File: config.mk
export PLATFORM = sky130hd
export DESIGN_NAME = board_irq_cascade
export DESIGN_NICKNAME = d
export VERILOG_FILES = /design/src/rtl/board_irq_cascade.sv
export SDC_FILE = /design/constraint.sdc
export NUM_CORES = 1
export LEC_CHECK = 0
export ABC_AREA = 1
export BUFFER_PORTS_ARGS = -buffer_cell sky130_fd_sc_hd__buf_4
export CORE_MARGIN = 2
export CORE_UTILIZATION = 53
export CTS_BUF_LIST = sky130_fd_sc_hd__clkbuf_16
export CTS_CLUSTER_DIAMETER = 60
export CTS_CLUSTER_SIZE = 40
export DETAILED_ROUTE_END_ITERATION = 10
export GPL_ROUTABILITY_DRIVEN = 0
export GPL_TIMING_DRIVEN = 0
export HOLD_SLACK_MARGIN = 0.03
export PLACE_DENSITY_LB_ADDON = 0.1
export SETUP_SLACK_MARGIN = 0.1
export SYNTH_ARGS = -nofsm -noshare
export SYNTH_HDL_FRONTEND = slang
export SYNTH_SLANG_ARGS = --single-unit
File: constraint.sdc
create_clock -name clk -period 1.11 [get_ports clk]
set_input_delay 0.111 -clock clk [delete_from_list [all_inputs] [get_ports clk]]
set_output_delay 0.111 -clock clk [all_outputs]
set_load 0.02 [all_outputs]
File: src/rtl/board_irq_cascade.sv
module board_irq_cascade #(
  parameter int NSRC = 16,
  parameter int AW   = 3
) (
  input  logic            clk,
  input  logic            rst_n,
  input  logic [NSRC-1:0] src,
  input  logic [AW-1:0]   bus_addr,
  input  logic            bus_wr,
  input  logic [NSRC-1:0] bus_wdata,
  output logic [NSRC-1:0] bus_rdata,
  output logic            cascade_irq
);
  localparam logic [AW-1:0] A_STAT   = AW'(0);
  localparam logic [AW-1:0] A_EN_SET = AW'(1);
  localparam logic [AW-1:0] A_EN_CLR = AW'(2);
  localparam logic [AW-1:0] A_MK_SET = AW'(3);
  localparam logic [AW-1:0] A_MK_CLR = AW'(4);

  logic [NSRC-1:0] status_q, enable_q, allow_q;
  logic [NSRC-1:0] ack_bits, hit_bits;

  assign ack_bits = (bus_wr && bus_addr == A_STAT) ? bus_wdata : '0;
  assign hit_bits = src & enable_q;

  always_ff @(posedge clk) begin
    if (!rst_n) begin
      status_q    <= '0;
      enable_q    <= '0;
      allow_q     <= '0;
      cascade_irq <= 1'b0;
    end else begin
      status_q    <= (status_q & ~ack_bits) | hit_bits;
      cascade_irq <= |(status_q & allow_q);
      if (bus_wr && bus_addr == A_EN_SET) enable_q <= enable_q | bus_wdata;
      if (bus_wr && bus_addr == A_EN_CLR) enable_q <= enable_q & ~bus_wdata;
      if (bus_wr && bus_addr == A_MK_SET) allow_q  <= allow_q | bus_wdata;
      if (bus_wr && bus_addr == A_MK_CLR) allow_q  <= allow_q & ~bus_wdata;
    end
  end

  always_comb begin
    case (bus_addr)
      A_STAT:   bus_rdata = status_q;
      A_EN_SET: bus_rdata = enable_q;
      A_MK_SET: bus_rdata = allow_q;
      default:  bus_rdata = '0;
    endcase
  end
endmodule


== Word level (Yosys, flattened, before mapping) ==
Cells that the tools add are included.

* Register bits: 49
* Input port bits: 38
* Word-level logic and storage cells: 33
* Output and inout port bits: 17

* Mux-type cells: 6
* Reductions and logical operators: 9
* Eq/ne operators: 4
* Bitwise gates (word level): 10

{| class="wikitable"
|+ Operator list
! operator !! number
|-
| $and A16 B16 Y16 || 5
|-
| $mux W16 || 5
|-
| $or A16 B16 Y16 || 3
|-
| $pmux W16 S3 || 1
|-
| $not A16 Y16 || 2
|-
| $reduce_or A16 Y1 || 1
|-
| $eq A3 B2 Y1 const B || 2
|-
| $logic_and A1 B1 Y1 || 5
|-
| $reduce_bool A2 Y1 || 2
|-
| $eq A3 B1 Y1 const B || 1
|-
| $eq A3 B3 Y1 const B || 1
|-
| $logic_not A3 Y1 || 1
|}

== Logic depth before layout (Yosys ltp) ==
Gate-level depths: netlist of run 1.

* Word-level depth: 6
* Mapped depth: 7
* Mapped depth without buffers: 6

== Worst setup path before layout of run 1 ==
No wires, ideal clock.

* Path kind: input port to flip-flop
* From: input bus_wr
* To: register (tool-made name)
* Path slack: 0.106 ns
* Data required time: 0.993 ns
* Stages on the path: 7
* Path buffers: 2
* Setup time: 0.117 ns
* Data arrival time: 0.887 ns
* Cells stage by stage: buf_2 > inv_1 > nor2_4 > nand2_1 > buf_4 > o21ai_1 > a21oi_1

{| class="wikitable"
|+ RTL lines
! what !! line !! source
|-
| start: declaration || 9 || <nowiki>input logic bus_wr,</nowiki>
|}

== Worst setup path in the final report of run 1 ==
* From: input bus_addr[2]
* To: output bus_rdata[3]

* Longest elaborated chain between the ends: 2
* Elaborated cells between the ends (all ways): 4
* Those cells by class: 2 x eq/ne; 1 x mux; 1 x reduce/logical

{| class="wikitable"
|+ RTL lines
! what !! line !! source
|-
| start: declaration || 8 || <nowiki>input logic [AW-1:0] bus_addr,</nowiki>
|-
| $eq A3 B2 Y1, or another cell as far along || 43 || <nowiki>case (bus_addr)</nowiki>
|-
| $pmux W16 S3 (*) || 43 ||
|-
| end: declaration || 11 || <nowiki>output logic [NSRC-1:0] bus_rdata,</nowiki>
|}

Every way passes the cells marked *; elsewhere a longest branch is shown, timed or not.

==> results of run 1 <==
-- final cells by class --
cell class / instances / area share (%)
clock buffer: 5 / 3.66
sequential: 49 / 28.8
tap: 52 / 1.90
timing repair buffer: 63 / 16.2
buffer: 18 / 3.73
clock inverter: 3 / 0.439
inverter: 53 / 6.18
multi-input combinational: 266 / 39.1
-- power by group through the flow --
stage / Combinational [mW] / Sequential, mW / Clock, mW
after floorplan: 0.202 / 1.85 / 0
after global placement: 0.414 / 1.86 / 0
after detailed placement: 0.420 / 1.86 / 0
after CTS: 0.488 / 1.82 / 1.47
after global routing: 0.563 / 1.82 / 1.56
final: 0.528 / 1.82 / 1.48
-- cell families after synthesis --
group	share of synthesized area [%]
and+or+nand+nor	32.4
AOI/OAI and AO/OA	16.2
buffers and inverters	11.8
DFF	39.6
-- how the worst max path moves through the flow --
stage / cells past startpoint / endpoint / slack, ps / start
final: 9 / bus_rdata[3] / 20 / bus_addr[2]
after global routing: 9 / bus_rdata[4] / -10 / bus_addr[2]
after CTS: 9 / bus_rdata[7] / 50 / bus_addr[2]
after detailed placement: 6 / bus_rdata[8] / -460 / bus_addr[0]
after global placement: 6 / bus_rdata[8] / -420 / bus_addr[0]
after floorplan: 7 / register / 110 / bus_wr
-- what timing repair did --
action	CTS	global route
buffers inserted	7	2
pin swaps	14	3
gates resized for setup	56	13
gates cloned	1	0
endpoints found under the setup margin	36	37
-- worst reg2reg max path, delay by kind of cell, from the launching register on --
family | cells | cell delay, ps
DFF | 1 | 320
and+or+nand+nor | 6 | 460
-- routing by layer --
layer  vias to the layer above  track usage [%]
met5                         -                0
met4                         0             13.0
met3                        33             7.50
met2                       209             50.2
met1                      1302             39.5
li1                       1384                -
-- synth_stat cells --
cell type    n
inv_2        1
nand2_1    109
a21oi_1     48
o21ai_1     15
inv_1       51
nor3_2       1
clkbuf_1     7
nand2_2      1
nor2_4       1
nand3_1     64
o21ai_0     17
buf_2        9
nor2_2       3
buf_4        3
dfxtp_1     49
clkinv_1     1
nor2_1       7
-- through the flow --
stage / worst slack [ps] / setup TNS [ps]
CTS: 49.9 / 0
global placement: -416 / -11150
finish: 17.2 / 0
global route: -11.8 / -85.5
floorplan: 106 / 0
detailed placement: -456 / -11710
==> reports/qor.csv, run 1 <==
stage,metric,value,unit
layout,Final Instance Area,3420,µm²
routing,wire per inst,16.0,µm
floorplanning,Die Y,72.4,µm
floorplanning,die width,72.4,µm
grt,largest net degree at the start of global routing,15,
timing,crit share post-route,98.4,%
yosys,"Seq/Total Area, Yosys",39.6,%
timing,"Slew Viols, Final",0,
power,internal power,2.83,mW
timing,Final Hold Vio Count,0,
routing,via count,2928,
routing,metal2 WL,3820,µm
routing,metal3 WL,918,µm
layout,Layout Nets,494,
setup_path,CP dominant cell by count,buf_6,
clock_network,H-tree depth,2,
timing,Layout Skew,3.18,ps
routing,Post-Route M1 WL,3130,µm
layout,ratio of cells with drive above 1 in the final layout,25.2,%
setup_path,worst path arrival time,980,ps
power,Combinational Power Share,13.8,%
layout,register area,985,µm²
layout,multi-input logic area,1340,µm²
clock_network,CTS Root Cell,clkbuf_16,
routing,total wire length,8150,µm
placed_design,number of I/O port buffers,53,
power,PnR Total Power,3.83,mW
power,pwr/cell area,1120,nW/µm²
power,clock share of power,38.6,%
clock_network,CTS buffer count,5,
timing,Final setup violation count,0,
layout,final core occ,77.5,%
layout,"commonest non-fill, non-tap cell in the layout",nand2_1,
clock_network,Hold Buf Count CTS,0,
timing,Min Hold Slack,76.5,ps
timing,RSZ-0062 raised after global routing,yes,
min_path,Hold Path Depth,3,
layout,ANT cells,0,
power,part of the power in registers,47.6,%
yosys,Synth Cell Area,2480,µm²
setup_path,"Critical Path, Cell by Cell",buf_12 -> clkinv_8 -> nand2_8 -> nor2_4 -> buf_6 -> buf_16 -> nand2_2 -> nand3_2 -> buf_6,
timing,Worst-Margin Slew,626,ps
routing,Vias per Instance,5.75,
setup_path,worst setup path category,in -> out,
layout,area grow syn2layout,38.2,%
grt,first-pass GRT wire length,12500,µm
timing,slew margin rel.,58.3,%
min_path,worst hold endpoint,status_q[1],
grt,GR Overflow Total,0,
floorplanning,I/O pin total,55,
floorplanning,row count,24,
grt,Total Routing Usage GR,31.0,%
setup_path,maximum fanout along the worst path,5,
setup_path,r2r endpoint,cascade_irq,
clock_network,Sink Count,49,
yosys,Area contributors post-synth,"dfxtp_1 40%, nand2_1 17%, nand3_1 13%, a21oi_1 9.7%, inv_1 7.7%",
run,max-cap violations,0,
layout,Fill cells,353,
yosys,Post-Syn Instances,387,
yosys,Ys Warns,0,
floorplanning,core outline area,4410,µm²
power,static leakage,1.49,nW
routing,DRT Pass-1 Iters,6,
power,worst-case vdd ir drop,1.03,mV
placed_design,placed cell area,2940,µm²
min_path,worst min path class,in -> reg,
setup_path,Worst path max stage delay,160,ps
setup_path,Reg2Reg Setup Slack,180,ps
yosys,mean area per synthesized cell,6.40,µm²
routing,initial DRC count,352,
routing,Routed Antenna Nets,0,
grt,vias in the first global route,2671,
timing,fin crit period,1090,ps
setup_path,Worst Reg-to-Reg Cells,6,
clock_network,Clock transition at path regs,70,ps
grt,antenna violations before repair,0,
setup_path,"CP delay by family, top",buffers and inverters,
yosys,post-synth top area cell,dfxtp_1,
setup_path,worst path bufs/invs,5,
yosys,Synth Register Bits,49,
clock_network,CTS tree,yes,
power,switching power,998,µW
yosys,Syn Nets,425,
layout,Post-Layout Cell Count,509,
setup_path,reg2reg start,status_q[6],
routing,Top Layer Used,met4,
setup_path,WP data required,1000,ps
yosys,Yosys top cell area share,39.6,%
min_path,worst hold start,src[1],
power,switch share,26.1,%
clock_network,Clock Latency Late Sink,290,ps
routing,DR DRC count,0,
setup_path,Setup crit start kind,input port,
setup_path,critical path endpoint category,primary output,
placed_design,# placed instances,492,
floorplanning,starting density of the core,56.1,%
floorplanning,die area,5230,µm²
placed_design,detailed placement HPWL,4840,µm
setup_path,Crit-path slowest cell,nor2_4,
clock_network,Max clock buf depth,2,
yosys,"Distinct cells, synth",17,
run_status,outcome,finished clean,
timing,Max Fclk,915,MHz
layout,"commonest non-fill, non-tap cells in the layout","97 x nand2_1, 54 x nand3_1, 52 x inv_1",
Power figures use the tool's default switching activity.
==> inputs of run 2 (changes only) <==
- PLACE_DENSITY: default -> 0.78
- PLACE_DENSITY_LB_ADDON: 0.1 -> default
==> reports/qor.csv, run 2 (synthesized netlist as in run 1, its figures left out) <==
stage,metric,value,unit,change
routing,initial DRC count,358,,+1.7%
floorplanning,I/O pin total,55,,unchanged
timing,Max Fclk,933,MHz,+2.0%
timing,Final setup violation count,0,,unchanged
setup_path,critical path depth,8,,-1
timing,Min Hold Slack,71.2,ps,-5.23 ps
clock_network,Sink Count,49,,unchanged
routing,DRT Pass-1 Iters,6,,unchanged
layout,Fill cells,313,,-11%
timing,Layout Skew,3.67,ps,+0.496 ps
timing,Final Hold Vio Count,0,,unchanged
grt,GR Overflow Total,0,,unchanged
floorplanning,starting density of the core,56.1,%,unchanged
routing,via count,2898,,-1.0%
setup_path,"CP delay by family, top",buffers and inverters,,
layout,"commonest non-fill, non-tap cells in the layout","87 x nand2_1, 51 x inv_1, 49 x nand3_1",,
timing,RSZ-0062 raised after global routing,yes,,
placed_design,detailed placement HPWL,4870,µm,+0.62%
setup_path,maximum fanout along the worst path,5,,unchanged
setup_path,WP data required,1000,ps,about the same
clock_network,Clock transition at path regs,60,ps,about the same
clock_network,Max clock buf depth,2,,unchanged
grt,first-pass GRT wire length,12300,µm,-1.4%
floorplanning,Die Y,72.4,µm,unchanged
grt,largest net degree at the start of global routing,14,,-1
timing,crit share post-route,96.6,%,-1.9 points
clock_network,Hold Buf Count CTS,0,,unchanged
timing,"Slew Viols, Final",0,,unchanged
clock_network,CTS Root Cell,clkbuf_16,,
floorplanning,die width,72.4,µm,unchanged
layout,final core occ,80.5,%,+3.0 points
floorplanning,core outline area,4410,µm²,unchanged
layout,area grow syn2layout,43.5,%,
layout,Layout Nets,498,,+0.81%
grt,vias in the first global route,2706,,+1.3%
layout,"commonest non-fill, non-tap cell in the layout",nand2_1,,
setup_path,"Critical Path, Cell by Cell",buf_12 -> clkinv_8 -> nand2_8 -> nor2_4 -> buf_6 -> nand2_2 -> nand3_2 -> buf_6,,
clock_network,H-tree depth,2,,unchanged
setup_path,Worst Reg-to-Reg Cells,6,,unchanged
setup_path,critical path endpoint category,primary output,,
floorplanning,die area,5230,µm²,unchanged
setup_path,Worst path max stage delay,200,ps,+40 ps
layout,Final Instance Area,3550,µm²,+3.8%
layout,ANT cells,0,,unchanged
placed_design,number of I/O port buffers,53,,unchanged
grt,antenna violations before repair,0,,unchanged
setup_path,worst path bufs/invs,4,,-1
setup_path,CP dominant cell by count,buf_6,,
floorplanning,row count,24,,unchanged
routing,Routed Antenna Nets,0,,unchanged
grt,Total Routing Usage GR,30.7,%,-0.27 points
power,worst-case vdd ir drop,0.814,mV,-21%
power,static leakage,1.61,nW,+8.4%
min_path,Hold Path Depth,3,,unchanged
setup_path,worst setup path category,in -> out,,
routing,wire per inst,16.0,µm,-0.28%
clock_network,CTS buffer count,5,,unchanged
routing,total wire length,8170,µm,+0.31%
routing,DR DRC count,0,,unchanged
min_path,worst min path class,in -> reg,,
timing,Worst-Margin Slew,670,ps,+44.4 ps
layout,ratio of cells with drive above 1 in the final layout,29.1,%,+4.0 points
power,pwr/cell area,1080,nW/µm²,-3.7%
run_status,outcome,finished clean,,
setup_path,Crit-path slowest cell,nor2_4,,
clock_network,Clock Latency Late Sink,290,ps,about the same
setup_path,Setup crit start kind,input port,,
run,max-cap violations,0,,unchanged
timing,slew margin rel.,55.3,%,-3.0 points
routing,Vias per Instance,5.66,,-1.6%
setup_path,worst path arrival time,960,ps,-20 ps
placed_design,placed cell area,2940,µm²,unchanged
timing,fin worst setup slack,38.3,ps,+21.1 ps
placed_design,dpl ws,-453,ps,+3.19 ps
clock_network,CTS tree,yes,,
timing,fin crit period,1070,ps,-21.1 ps
run 2: final cells by class:
type / count / area (µm²) / share of cell area [%]
clock inverters: 2 / 7.51 / 0.211
well taps: 52 / 65.1 / 1.83
clock buffers: 5 / 125 / 3.52
plain buffers: 18 / 129 / 3.63
repair buffers: 67 / 618 / 17.4
inverters: 53 / 211 / 5.95
flip-flops and latches: 49 / 985 / 27.7
multi-input cells: 266 / 1410 / 39.7
run 2: tightest hold or removal path, delay by kind of cell:
family / cells / cell delay [ps]
AOI/OAI and AO/OA: 1 / 50
buffers and inverters: 1 / 110
and+or+nand+nor: 1 / 50
run 2: where the power goes:
group	internal, mW	switching (mW)	total, mW
Sequential	1.79	0.0302	1.82
Clock	0.808	0.653	1.46
Combinational	0.231	0.313	0.544
run 2: final timing paths:
kind,from,end,slack [ps]
min reg2reg,register,register,470
max,bus_addr[2],bus_rdata[14],40
min,src[13],status_q[13],70
max reg2reg,register,cascade_irq,90
run 2: metrics by stage:
step	setup TNS (ps)	std cells	total power, mW
after floorplan	0	387	2.05
after CTS	0	508	3.74
final	0	512	3.83
after global routing	-17.5	512	3.92
after global placement	-10750	492	2.27
after detailed placement	-11450	492	2.28
run 2: repair_timing:
item / in CTS / in global routing
pin swaps: 16 / 15
cloned: 1 / 2
gates resized for setup: 54 / 48
setup buffers: 8 / 3
endpoints found under the setup margin: 29 / 39
run 2: layer usage:
| metal | GRT usage (%) | wire length (µm) | share of wire (%) |
|---|---|---|---|
| met4 | 10.9 | 174 | 2.1 |
| met1 | 37.8 | 3200 | 39 |
| met5 | 0 | 0 | 0 |
| met2 | 51.7 | 4130 | 51 |
| met3 | 8.19 | 667 | 8.2 |
==> inputs of run 3 (changes only) <==
- MAX_ROUTING_LAYER: default -> met4
==> reports/qor.csv, run 3 (synthesized netlist as in run 1, its figures left out) <==
stage,metric,value,unit,change
routing,Post-Route M1 WL,3170,µm,-0.94%
setup_path,worst path arrival time,960,ps,about the same
clock_network,Max clock buf depth,2,,unchanged
timing,Max Fclk,934,MHz,about the same
layout,Post-Layout Cell Count,513,,+0.20%
layout,ratio of cells with drive above 1 in the final layout,29.3,%,+0.15 points
power,pwr/cell area,1070,nW/µm²,-0.26%
timing,Min Hold Slack,72.3,ps,+1.03 ps
setup_path,critical path endpoint category,primary output,,
timing,Final Hold Vio Count,0,,unchanged
floorplanning,core outline area,4410,µm²,unchanged
setup_path,Reg2Reg Setup Slack,120,ps,+30 ps
floorplanning,Die Y,72.4,µm,unchanged
setup_path,WP data required,1000,ps,about the same
grt,antenna violations before repair,0,,unchanged
clock_network,CTS buffer count,5,,unchanged
layout,"commonest non-fill, non-tap cells in the layout","87 x nand2_1, 51 x inv_1, 49 x nand3_1",,
floorplanning,row count,24,,unchanged
routing,Routed Antenna Nets,0,,unchanged
setup_path,"Critical Path, Cell by Cell",buf_12 -> clkinv_8 -> nand2_8 -> nor2_4 -> buf_6 -> buf_8 -> nand2_1 -> nand3_2 -> buf_6,,
timing,Worst-Margin Slew,652,ps,-18.4 ps
setup_path,Worst path max stage delay,130,ps,-70 ps
clock_network,CTS Root Cell,clkbuf_16,,
routing,Top Layer Used,met4,,
routing,wire per inst,16.0,µm,+0.17%
clock_network,Clock Latency Late Sink,290,ps,about the same
floorplanning,die width,72.4,µm,unchanged
routing,DR DRC count,0,,unchanged
power,worst-case vdd ir drop,0.809,mV,-0.62%
routing,DRT Pass-1 Iters,5,,-1
timing,"Slew Viols, Final",0,,unchanged
timing,crit share post-route,96.5,%,about the same
routing,total wire length,8200,µm,+0.37%
layout,Layout Nets,499,,+0.20%
clock_network,Sink Count,49,,unchanged
routing,Vias per Instance,5.66,,about the same
grt,GR Overflow Total,0,,unchanged
power,static leakage,1.62,nW,+0.33%
clock_network,CTS tree,yes,,
layout,area grow syn2layout,43.8,%,
placed_design,dpl ws,-453,ps,unchanged
run,max-cap violations,0,,unchanged
run_status,outcome,finished clean,,
placed_design,# placed instances,492,,unchanged
layout,ANT cells,0,,unchanged
placed_design,detailed placement HPWL,4870,µm,unchanged
routing,metal2 WL,4090,µm,-0.94%
setup_path,Setup crit start kind,input port,,
floorplanning,starting density of the core,56.1,%,unchanged
timing,Final setup violation count,0,,unchanged
setup_path,Crit-path slowest cell,nor2_4,,
timing,slew margin rel.,56.6,%,+1.2 points
clock_network,Clock transition at path regs,60,ps,about the same
floorplanning,I/O pin total,55,,unchanged
timing,fin crit period,1070,ps,-0.792 ps
min_path,worst min path class,in -> reg,,
timing,Layout Skew,3.32,ps,-0.351 ps
setup_path,CP dominant cell by count,buf_6,,
grt,Total Routing Usage GR,31.7,%,+0.94 points
routing,via count,2905,,+0.24%
routing,metal3 WL,685,µm,+2.7%
timing,fin worst setup slack,39.1,ps,+0.792 ps
timing,RSZ-0062 raised after global routing,yes,,
grt,largest net degree at the start of global routing,14,,unchanged
setup_path,maximum fanout along the worst path,5,,unchanged
clock_network,H-tree depth,2,,unchanged
setup_path,worst setup path category,in -> out,,
power,PnR Total Power,3.83,mW,about the same
layout,"commonest non-fill, non-tap cell in the layout",nand2_1,,
placed_design,number of I/O port buffers,53,,unchanged
grt,vias in the first global route,2705,,-0.037%
grt,first-pass GRT wire length,12300,µm,about the same
floorplanning,die area,5230,µm²,unchanged
routing,initial DRC count,341,,-4.7%
run 3: layout make-up:
class / count / area (µm²)
buffer: 18 / 129
tap: 52 / 65.1
timing repair buffer: 68 / 626
fill: 308 / 855
multi-input combinational: 266 / 1410
clock buffer: 5 / 125
inverter: 53 / 211
clock inverter: 2 / 7.51
sequential: 49 / 985
run 3: critical path, delay by kind of cell:
| kind | cells | cell delay (ps) |
|---|---|---|
| and+or+nand+nor | 4 | 320 |
| buffers and inverters | 5 | 520 |
run 3: worst paths after layout:
path,startpoint,endpoint,cells past startpoint
setup / recovery,bus_addr[2],bus_rdata[6],9
hold / removal,src[13],status_q[13],3
setup reg to reg,register,cascade_irq,6
hold reg to reg,register,register,2
run 3: routing by layer:
layer	global-route usage [%]	vias up
met5	-	-
met4	10.9	0
met3	8.06	32
met2	51.7	153
met1	37.9	1327
li1	-	1393
run 3: power breakdown:
part / switching (mW) / total [mW] / internal (mW)
clock network: 0.648 / 1.46 / 0.808
registers: 0.0302 / 1.82 / 1.79
logic: 0.314 / 0.547 / 0.233
total: 0.993 / 3.83 / 2.83
run 3: metrics by stage:
stage               utilization [%]  instance area, µm²  TNS, ps
detailed placement             66.6                2940   -11450
global route                   80.6                3560        0
CTS                            76.2                3360        0
finish                         80.6                3560        0
global placement               66.6                2940   -10750
floorplan                         -                2480        0
run 3: repair_timing:
action | 4_1_cts | 5_1_grt
endpoints found under the setup margin | 29 | 39
cloned | 1 | 2
resized for setup | 54 | 48
pin swaps | 16 | 15
hold buffers | 0 | 0
endpoints found under the hold margin | 0 | 0
setup buffers | 8 | 4
